<file path="config.mk">
export PLATFORM = sky130hd
export DESIGN_NAME = tmiir_filter
export DESIGN_NICKNAME = d
export VERILOG_FILES = /design/src/rtl/tmiir_pkg.sv /design/src/rtl/tmiir_kernel.sv /design/src/rtl/tmiir_lane.sv /design/src/rtl/tmiir_filter.sv
export SDC_FILE = /design/constraint.sdc
export NUM_CORES = 1
export LEC_CHECK = 0
export ABC_CLOCK_PERIOD_IN_PS = 6700
export BUFFER_PORTS_ARGS = -buffer_cell sky130_fd_sc_hd__buf_2
export CAP_MARGIN = 20
export CORE_MARGIN = 2
export CORE_UTILIZATION = 45
export DETAILED_ROUTE_END_ITERATION = 10
export GPL_TIMING_DRIVEN = 0
export RECOVER_POWER = 50
export SLEW_MARGIN = 15
export SYNTH_ARGS = -nofsm -noshare
export SYNTH_HDL_FRONTEND = slang
export SYNTH_SLANG_ARGS = --single-unit
</file>
<file path="constraint.sdc">
create_clock -name clk -period 6.7 [get_ports clk]
set_clock_uncertainty 0.1 [all_clocks]
set_input_delay 0.335 -clock clk [delete_from_list [all_inputs] [get_ports clk]]
set_output_delay 0.335 -clock clk [all_outputs]
set_load 0.02 [all_outputs]
</file>
<file path="src/rtl/tmiir_pkg.sv">
package tmiir_pkg;
    // headroom above the input width: DC gain of the recursion is 6 (< 8)
    localparam int GUARD_BITS = 3;
    localparam int NUM_LANES  = 2;
    localparam int LANE_I     = 0;
    localparam int LANE_Q     = 1;
endpackage

</file>
<file path="src/rtl/tmiir_kernel.sv">
module tmiir_kernel #(
    parameter int IN_W   = 8,
    parameter int OUT_W  = 8,
    parameter int FRAC_W = 2,
    parameter int ACC_W  = 13
) (
    input  logic signed [IN_W-1:0]  x0,
    input  logic signed [IN_W-1:0]  x1,
    input  logic signed [IN_W-1:0]  x2,
    input  logic signed [IN_W-1:0]  x3,
    input  logic signed [ACC_W-1:0] v2,
    output logic signed [ACC_W-1:0] v_full,
    output logic signed [OUT_W-1:0] y_sat
);
    localparam logic signed [ACC_W-1:0] OMAX = ACC_W'((2 ** (OUT_W - 1)) - 1);
    localparam logic signed [ACC_W-1:0] OMIN = ACC_W'(-(2 ** (OUT_W - 1)));

    logic signed [ACC_W-1:0] half_now, one_a, one_b, half_old, fb_half, v_int;

    always_comb begin
        half_now = ACC_W'(x0) <<< (FRAC_W - 1);
        one_a    = ACC_W'(x1) <<< FRAC_W;
        one_b    = ACC_W'(x2) <<< FRAC_W;
        half_old = ACC_W'(x3) <<< (FRAC_W - 1);
        fb_half  = v2 >>> 1;
        v_full   = half_now + one_a + one_b + half_old + fb_half;
        v_int    = v_full >>> FRAC_W;
        if (v_int > OMAX) begin
            y_sat = OUT_W'(OMAX);
        end else if (v_int < OMIN) begin
            y_sat = OUT_W'(OMIN);
        end else begin
            y_sat = OUT_W'(v_int);
        end
    end
endmodule

</file>
<file path="src/rtl/tmiir_lane.sv">
module tmiir_lane #(
    parameter int NSLOT  = 4,
    parameter int IN_W   = 8,
    parameter int OUT_W  = 8,
    parameter int FRAC_W = 2
) (
    input  logic                       clk,
    input  logic                       rst,
    input  logic                       smp_valid,
    input  logic [$clog2(NSLOT)-1:0]   smp_slot,
    input  logic signed [IN_W-1:0]     smp_x,
    output logic signed [OUT_W-1:0]    res_y
);
    import tmiir_pkg::*;

    localparam int SLOT_W = $clog2(NSLOT);
    localparam int ACC_W  = IN_W + GUARD_BITS + FRAC_W;

    typedef struct packed {
        logic signed [IN_W-1:0]  x1;
        logic signed [IN_W-1:0]  x2;
        logic signed [IN_W-1:0]  x3;
        logic signed [ACC_W-1:0] v1;
        logic signed [ACC_W-1:0] v2;
    } hist_t;

    typedef struct packed {
        hist_t [NSLOT-1:0]       hist;
        logic signed [OUT_W-1:0] y;
    } lane_st_t;

    lane_st_t st_d, st_q;
    hist_t    sel;
    logic signed [ACC_W-1:0] v_new;
    logic signed [OUT_W-1:0] y_new;

    assign sel = st_q.hist[smp_slot];

    tmiir_kernel #(
        .IN_W(IN_W), .OUT_W(OUT_W), .FRAC_W(FRAC_W), .ACC_W(ACC_W)
    ) u_kernel (
        .x0(smp_x), .x1(sel.x1), .x2(sel.x2), .x3(sel.x3), .v2(sel.v2),
        .v_full(v_new), .y_sat(y_new)
    );

    always_comb begin
        st_d = st_q;
        if (smp_valid) begin
            st_d.hist[smp_slot].x1 = smp_x;
            st_d.hist[smp_slot].x2 = sel.x1;
            st_d.hist[smp_slot].x3 = sel.x2;
            st_d.hist[smp_slot].v1 = v_new;
            st_d.hist[smp_slot].v2 = sel.v1;
            st_d.y                 = y_new;
        end
    end

    always_ff @(posedge clk) begin
        if (rst) begin
            st_q <= '0;
        end else begin
            st_q <= st_d;
        end
    end

    assign res_y = st_q.y;

    for (genvar s = 0; s < NSLOT; s++) begin : g_chk

        untouched_slot_holds_chk: assert property (@(posedge clk) disable iff (rst)
            !(smp_valid && smp_slot == SLOT_W'(s)) |=> $stable(st_q.hist[s]));

        history_shift_chk: assert property (@(posedge clk) disable iff (rst)
            (smp_valid && smp_slot == SLOT_W'(s)) |=>
                (st_q.hist[s].v2 == $past(st_q.hist[s].v1)) &&
                (st_q.hist[s].x2 == $past(st_q.hist[s].x1)) &&
                (st_q.hist[s].x3 == $past(st_q.hist[s].x2)));
    end
endmodule

</file>
<file path="src/rtl/tmiir_filter.sv">
module tmiir_filter #(
    parameter int NSLOT  = 4,
    parameter int IN_W   = 8,
    parameter int OUT_W  = 8,
    parameter int FRAC_W = 2
) (
    input  logic                       clk,
    input  logic                       rst,
    input  logic                       in_valid,
    input  logic [$clog2(NSLOT)-1:0]   in_slot,
    input  logic signed [IN_W-1:0]     in_i,
    input  logic signed [IN_W-1:0]     in_q,
    output logic                       out_valid,
    output logic [$clog2(NSLOT)-1:0]   out_slot,
    output logic signed [OUT_W-1:0]    out_i,
    output logic signed [OUT_W-1:0]    out_q
);
    import tmiir_pkg::*;

    localparam int SLOT_W = $clog2(NSLOT);

    typedef struct packed {
        logic              valid;
        logic [SLOT_W-1:0] slot;
    } ctl_t;

    ctl_t ctl_d, ctl_q;
    logic signed [IN_W-1:0]  lane_x [NUM_LANES];
    logic signed [OUT_W-1:0] lane_y [NUM_LANES];

    assign lane_x[LANE_I] = in_i;
    assign lane_x[LANE_Q] = in_q;

    for (genvar l = 0; l < NUM_LANES; l++) begin : g_lane
        tmiir_lane #(
            .NSLOT(NSLOT), .IN_W(IN_W), .OUT_W(OUT_W), .FRAC_W(FRAC_W)
        ) u_lane (
            .clk(clk), .rst(rst), .smp_valid(in_valid), .smp_slot(in_slot),
            .smp_x(lane_x[l]), .res_y(lane_y[l])
        );
    end

    always_comb begin
        ctl_d.valid = in_valid;
        ctl_d.slot  = in_valid ? in_slot : ctl_q.slot;
    end

    always_ff @(posedge clk) begin
        if (rst) begin
            ctl_q <= '0;
        end else begin
            ctl_q <= ctl_d;
        end
    end

    assign out_valid = ctl_q.valid;
    assign out_slot  = ctl_q.slot;
    assign out_i     = lane_y[LANE_I];
    assign out_q     = lane_y[LANE_Q];


    reset_clears_valid_chk: assert property (@(posedge clk) rst |=> !out_valid);

    valid_follows_chk: assert property (@(posedge clk) disable iff (rst)
        in_valid |=> out_valid);

    idle_no_valid_chk: assert property (@(posedge clk) disable iff (rst)
        !in_valid |=> !out_valid);

    slot_tag_chk: assert property (@(posedge clk) disable iff (rst)
        in_valid |=> (out_slot == $past(in_slot)));
endmodule

</file>
==> results of run 1 <==
-- worst max path at each step --
stage,to,slack (ns)
6_report,g_lane[0].u_lane.res_y[2]$_SDFFE_PP0P_,0.53
5_1_grt,g_lane[0].u_lane.res_y[0]$_SDFFE_PP0P_,0.05
4_1_cts,g_lane[1].u_lane.res_y[4]$_SDFFE_PP0P_,0.14
3_5_place_dp,g_lane[1].u_lane.res_y[4]$_SDFFE_PP0P_,-1.04
3_3_place_gp,g_lane[1].u_lane.res_y[0]$_SDFFE_PP0P_,-1.32
2_1_floorplan,g_lane[1].u_lane.res_y[0]$_SDFFE_PP0P_,0.89
-- logic make-up after synthesis --
| group | after synthesis | synth area share, % |
|---|---|---|
| compound gates | 311 | 9.90 |
| buf+inv | 315 | 7.07 |
| mux | 192 | 15.6 |
| xor+xnor | 24 | 1.21 |
| fa+ha+maj | 82 | 8.24 |
| simple gates | 671 | 14.7 |
| flops | 387 | 43.2 |
-- sequential cells by signal, summed over array words and instances, names as in the netlist --
register and cells:
out_slot 2, g_lane.u_lane.st_q 368, out_valid 1, g_lane.u_lane.res_y 16
-- through the flow --
step	TNS (ns)	utilization, %	area [um2]	setup slack [ns]	total power [uW]
after global routing	0	51.5	20400	0.0503	5640
after detailed placement	-16.22	47.5	18800	-1.04	3040
after floorplan	0	-	17900	0.890	2830
final	0	51.5	20400	0.532	5460
after CTS	0	51.5	20400	0.142	5480
after global placement	-25.29	47.4	18800	-1.32	3030
-- cell usage in the layout (no fill, tap or decap), types with 3 or more instances in the layout --
master	instances
o32ai_1	4
buf_1	4
a21o_1	4
nand2b_1	11
dfxtp_1	387
bufinv_16	6
xor2_1	4
and3_1	3
mux2i_1	121
dlygate4sd3_1	13
o21ai_0	7
xnor2_1	19
o211ai_1	9
buf_4	17
nor3_1	4
clkbuf_16	43
nor2_1	165
a211oi_1	25
or3_1	3
o21a_1	4
nand3_1	6
ha_1	22
nand2_1	460
clkinv_2	8
mux4_2	70
inv_1	164
buf_2	21
clkbuf_1	148
a21oi_1	242
clkbuf_8	8
nor2b_1	7
fa_1	60
-- what timing repair did --
item | CTS | global route
hold buffers | 13 | 0
hold endpoints to repair | 44 | 0
endpoints found under the setup margin | 14 | 14
gates resized for setup | 1 | 5
pin swaps | 0 | 0
-- routing by layer --
metal / up-vias / wire length, um
met5: - / 0
li1: 6677 / -
met2: 480 / 24700
met1: 6715 / 22700
met4: 0 / 1360
met3: 83 / 4230
-- layout make-up --
cell class	count	share of cell area (%)
Multi-Input combinational cell	1280	43.8
Clock buffer	59	5.97
Inverter	164	3.02
Tap cell	525	3.22
Clock inverter	17	1.20
Timing Repair Buffer	52	1.62
Sequential cell	387	38.0
Buffer	150	3.16
-- power by group --
part	switching (uW)	total [uW]	leakage, uW	internal, uW
Sequential	29.4	2390	0.00313	2360
Clock	957	2460	0.000722	1500
Combinational	415	613	0.00355	198
Total	1400	5460	0.00741	4060
-- critical path, stage by stage --
cell and delay, ns:
buf_6 0.13, clkbuf_1 0.48, clkbuf_1 0.54, clkbuf_2 0.43
mux4_2 0.31, inv_1 0.07, fa_1 0.50, inv_1 0.05
fa_1 0.53, inv_1 0.06, fa_1 0.46, inv_1 0.08
ha_1 0.17, inv_1 0.06, fa_1 0.40, nor2b_1 0.19
o2111ai_1 0.18, a32oi_1 0.36, xnor2_1 0.19, o32ai_2 0.58
nand2_1 0.21, o32ai_1 0.17
==> results.toml, run 1 <==
[clocking]
postCtsSetupBuffers = 0
clkTransAtPathRegs_ns = 0.06
clk_latency_ns = 0.55
cts_tree = "done"
ctsRootBufferMaster = "clkbuf_16"
clock_path_buffers = 3
ctsHtreeMaxLevel = 2
cts_buffers = 42
clock_sinks = 387

[cells_and_area]
seq_area_mm2 = 0.00775
diodes = 0
fin_nets = 2180
fillCellCount = 3741
final_layout_size_suffix_gt1_share_pct = 9.34
layout.cells.non_filler = 2634
multi_input_area_mm2 = 0.00892
area_delta_synth_final_pct = 13.7

[min_path]
whs_endpoint = "g_lane[0].u_lane.st_q[157]$_SDFFE_PP0P_"
min_delay_path_depth = 3
holdCritPathClass = "in2reg"
hp-start = "in_i[7]"

[sta]
worst_pin_slew_ns = 1.16
rsz0062_at_grt = "false"
max_slew_margin_pct = 22.9
fin_crit_sh_pct = 92.1
clock.fmax_mhz = 162
period_minus_slack_ns = 6.17
setup_viol = 0
hold_viol_final = 0
report.final.slew_viol_count = 0
hold-worst-slack_ns = 0.0177

[yosys]
ys_top_cells_by_area = "dfxtp_1, nand2_1, mux4_2, a21oi_1, mux2i_1"
synth_fp_nets = 2085
synth_cell_type_count = 54
async_flop_share_pct = 0
synth_ff_type = "dfxtp_1"
synth-seq-area-share_pct = 43.2
synth-seq-cells = 387
post_synth.cell_area_avg_um2 = 9.04
synth_edf_count = 0
synth_common_cells = "nand2_1, dfxtp_1, a21oi_1"
ys_warn_count = 0
netlist_instances = 1982
yosysTopAreaCellShare_pct = 43.2
synth_top_area_cell = "dfxtp_1"
yosys.cell_count.top_type = "nand2_1"
syn_area_mm2 = 0.0179

[setup_path]
rrSetupSlack_ns = 1.40
reg2reg_depth = 16
crit_type = "in2reg"
reg2reg_to = "g_lane[1].u_lane.res_y[4]$_SDFFE_PP0P_"
crit_start = "in_slot[0]"
end_kind = "flip-flop"
worstSetupStartpointType = "input pin"
rr_startpoint = "g_lane[1].u_lane.st_q[161]$_SDFFE_PP0P_"
crit_fanout = 10
worst_ep_required_time_ns = 7.04
worstPathArrival_ns = 6.51

[global_route]
grt_busiest_layer = "met2"
grt_max_degree = 20
grt_pass1_vias = 13906
grt_use_total_pct = 26.1
use_met1_pct = 34.7
overflow = 0
grt_pass1_wl_mm = 81.9
grt_use_met2_pct = 42.9
antenna_found_initial = 0
grt.met3_usage_pct = 5.19

[placement]
hpwl_mm = 38.6
dp.cells = 2544
gp_congestion = 0.825
portBuffers = 35

[floorplan]
start_util_pct = 45.3
core-area_mm2 = 0.0395
die_y_um = 204
die_x_um = 204
rows = 73
ioPinCount = 40
die_area_mm2 = 0.0414

[detailed_routing]
dr_total_vias = 13955
first_iter_violations = 1159
drt_wl_total_mm = 53.0
drc = 0
viasPerCell = 5.30
ant_nets = 0
first_pass_iters = 6
routedWlPerCell_um = 20.1

[flow_run]
drv_cap = 0

[run_status]
outcome = "complete, no violations"

[power]
max-vdd-ir-drop_uv = 192
power.density_mw_per_mm2 = 268
p_leak_uw = 0.00741
Power figures use the tool's default switching activity.
==> run 2, diff against run 1 <==
CELL_PAD_IN_SITES_DETAIL_PLACEMENT = 1   (was default)
CELL_PAD_IN_SITES_GLOBAL_PLACEMENT = 1   (was default)
CTS_BUF_LIST = sky130_fd_sc_hd__clkbuf_2 sky130_fd_sc_hd__clkbuf_4 sky130_fd_sc_hd__clkbuf_8   (was default)
PLACE_DENSITY_LB_ADDON = 0.1   (was default)
==> run 2 against run 1 <==
Register-to-register slack lost 0.21 ns. Count of clock-buffer cells in the layout grew 53. Sequential share of layout area is essentially flat. Via count grew 5.0%. Combinational power grew 2%. Critical path type unchanged.
==> results.toml, run 2 (same netlist as run 1, synthesis figures left out) <==
[run_status]
outcome = "complete, no violations"

[global_route]
grt_busiest_layer = "met2"
use_met1_pct = 38.6
grt_pass1_vias = 15577
grt_use_total_pct = 29.5
overflow = 0
grt_max_degree = 20
grt.met3_usage_pct = 7.16
grt_pass1_wl_mm = 91.6
antenna_found_initial = 0
grt_use_met2_pct = 48.3

[min_path]
min_delay_path_depth = 2
hp-start = "rst"
whs_endpoint = "out_valid$_SDFF_PP0_"
holdCritPathClass = "in2reg"

[sta]
report.final.slew_viol_count = 0
hold-worst-slack_ns = 0.140
fin_crit_sh_pct = 94.0
period_minus_slack_ns = 6.30
hold_viol_final = 0
clock.fmax_mhz = 159
rsz0062_at_grt = "false"
setup_viol = 0
worst_pin_slew_ns = 1.26
max_slew_margin_pct = 16.2

[clocking]
clkTransAtPathRegs_ns = 0.06
ctsRootBufferMaster = "clkbuf_8"
cts_buffers = 70
cts_tree = "done"
clock_sinks = 387
clock_path_buffers = 3
ctsHtreeMaxLevel = 3
postCtsSetupBuffers = 0
clk_latency_ns = 0.63

[floorplan]
die_y_um = 204
start_util_pct = 45.3
core-area_mm2 = 0.0395
die_area_mm2 = 0.0414
ioPinCount = 40
rows = 73
die_x_um = 204

[placement]
gp_congestion = 0.812
hpwl_mm = 43.4
portBuffers = 35
dp.cells = 2544

[detailed_routing]
routedWlPerCell_um = 22.3
ant_nets = 0
drt_wl_total_mm = 59.7
drc = 0
first_pass_iters = 5
dr_total_vias = 14653
first_iter_violations = 728
viasPerCell = 5.46

[cells_and_area]
fin_nets = 2209
layout_common_cells = "nand2_1, dfxtp_1, a21oi_1"
largest_register_ffs = 368
area_delta_synth_final_pct = 13.7
diodes = 0
seq_area_mm2 = 0.00775
layout.cells.non_filler = 2683
multi_input_area_mm2 = 0.00891
fillCellCount = 4651
layout_commonest_cell = "nand2_1"
final_layout_size_suffix_gt1_share_pct = 11.6
regMostFlops = "g_lane.u_lane.st_q"

[setup_path]
worstPathArrival_ns = 6.70
worstSetupStartpointType = "input pin"
reg2reg_depth = 18
reg2reg_to = "g_lane[0].u_lane.res_y[6]$_SDFFE_PP0P_"
cp_common_cell = "fa_1"
critPathSlowestCell = "o32ai_1"
crit_type = "in2reg"
crit_fanout = 19
crit_chain = "buf_2 -> buf_2 -> clkbuf_4 -> buf_2 -> mux4_2 -> inv_1 -> fa_1 -> fa_1 -> fa_1 -> inv_1 -> ha_1 -> inv_1 -> fa_1 -> nor2b_1 -> o2111ai_1 -> a32oi_1 -> xnor2_1 -> o32ai_1 -> nand2_1 -> o32ai_1"
end_kind = "flip-flop"
worst_ep_required_time_ns = 7.11
rrSetupSlack_ns = 1.19
rr_startpoint = "g_lane[0].u_lane.st_q[162]$_SDFFE_PP0P_"
max_stage_delay_ns = 0.66

[power]
max-vdd-ir-drop_uv = 168
power.density_mw_per_mm2 = 263
p_leak_uw = 0.00747

[flow_run]
drv_cap = 0
[run 2: changes by cell type in the layout (fill, tap and decap cells not counted), sizes merged]
cell and delta:
clkbuf +51, clkinv +1, dlygate4sd3 +3, clkinvlp +1, inv -1, bufinv -6
[run 2: final cells by class]
| type | instances | share of cell area [%] |
|---|---|---|
| clock inverters | 12 | 0.338 |
| clock buffers | 112 | 6.83 |
| multi-input cells | 1280 | 43.7 |
| inverters | 164 | 3.02 |
| flip-flops and latches | 387 | 38.0 |
| repair buffers | 54 | 1.69 |
| plain buffers | 149 | 3.14 |
| well taps | 525 | 3.22 |
[run 2: stage by stage]
| stage | power [uW] | area [um2] | utilization [%] | setup TNS, ns | setup WS, ns |
|---|---|---|---|---|---|
| floorplan | 2830 | 17900 | - | 0 | 0.890 |
| global placement | 3040 | 18800 | 47.4 | -35.61 | -1.54 |
| detailed placement | 3060 | 18800 | 47.5 | -25.81 | -1.20 |
| CTS | 5400 | 20400 | 51.6 | 0 | 0.0599 |
| global route | 5560 | 20400 | 51.5 | 0 | 0.0342 |
| finish | 5360 | 20400 | 51.5 | 0 | 0.404 |
[run 2: worst max-delay path: cells and delay by family]
kind	cells	cell delay, ns
adders and majority gates	5	1.99
muxes	1	0.59
and+or+nand+nor	2	0.42
AOI/OAI and AO/OA	4	1.46
xor gates and xnor gates	1	0.19
buffers and inverters	7	1.68
[run 2: how the worst max path moves through the flow]
stage / start / endpoint / cells after the start
finish: in_slot[1] / g_lane[0].u_lane.res_y[6]$_SDFFE_PP0P_ / 20
CTS: in_slot[1] / g_lane[1].u_lane.res_y[0]$_SDFFE_PP0P_ / 22
global route: in_slot[0] / g_lane[0].u_lane.res_y[0]$_SDFFE_PP0P_ / 21
detailed placement: in_slot[1] / g_lane[1].u_lane.res_y[0]$_SDFFE_PP0P_ / 23
floorplan: in_slot[1] / g_lane[1].u_lane.res_y[0]$_SDFFE_PP0P_ / 23
global placement: in_slot[1] / g_lane[1].u_lane.res_y[0]$_SDFFE_PP0P_ / 21
[run 2: what timing repair did]
| action | 4_1_cts | 5_1_grt |
|---|---|---|
| hold buffers | 16 | 0 |
| setup endpoints to repair | 17 | 14 |
| gates resized for setup | 0 | 3 |
| hold endpoints to repair | 64 | 0 |
[run 2: layer usage]
| layer | share of wire (%) | routed length [um] |
|---|---|---|
| met1 | 45 | 26900 |
| met2 | 47 | 27900 |
| met3 | 5.7 | 3380 |
| met4 | 2.7 | 1590 |
| met5 | 0 | 0 |
[run 2: power by group]
part | internal (uW) | switching (uW) | total [uW]
clock network | 1320 | 1030 | 2340
registers | 2360 | 30.7 | 2390
logic | 199 | 429 | 627
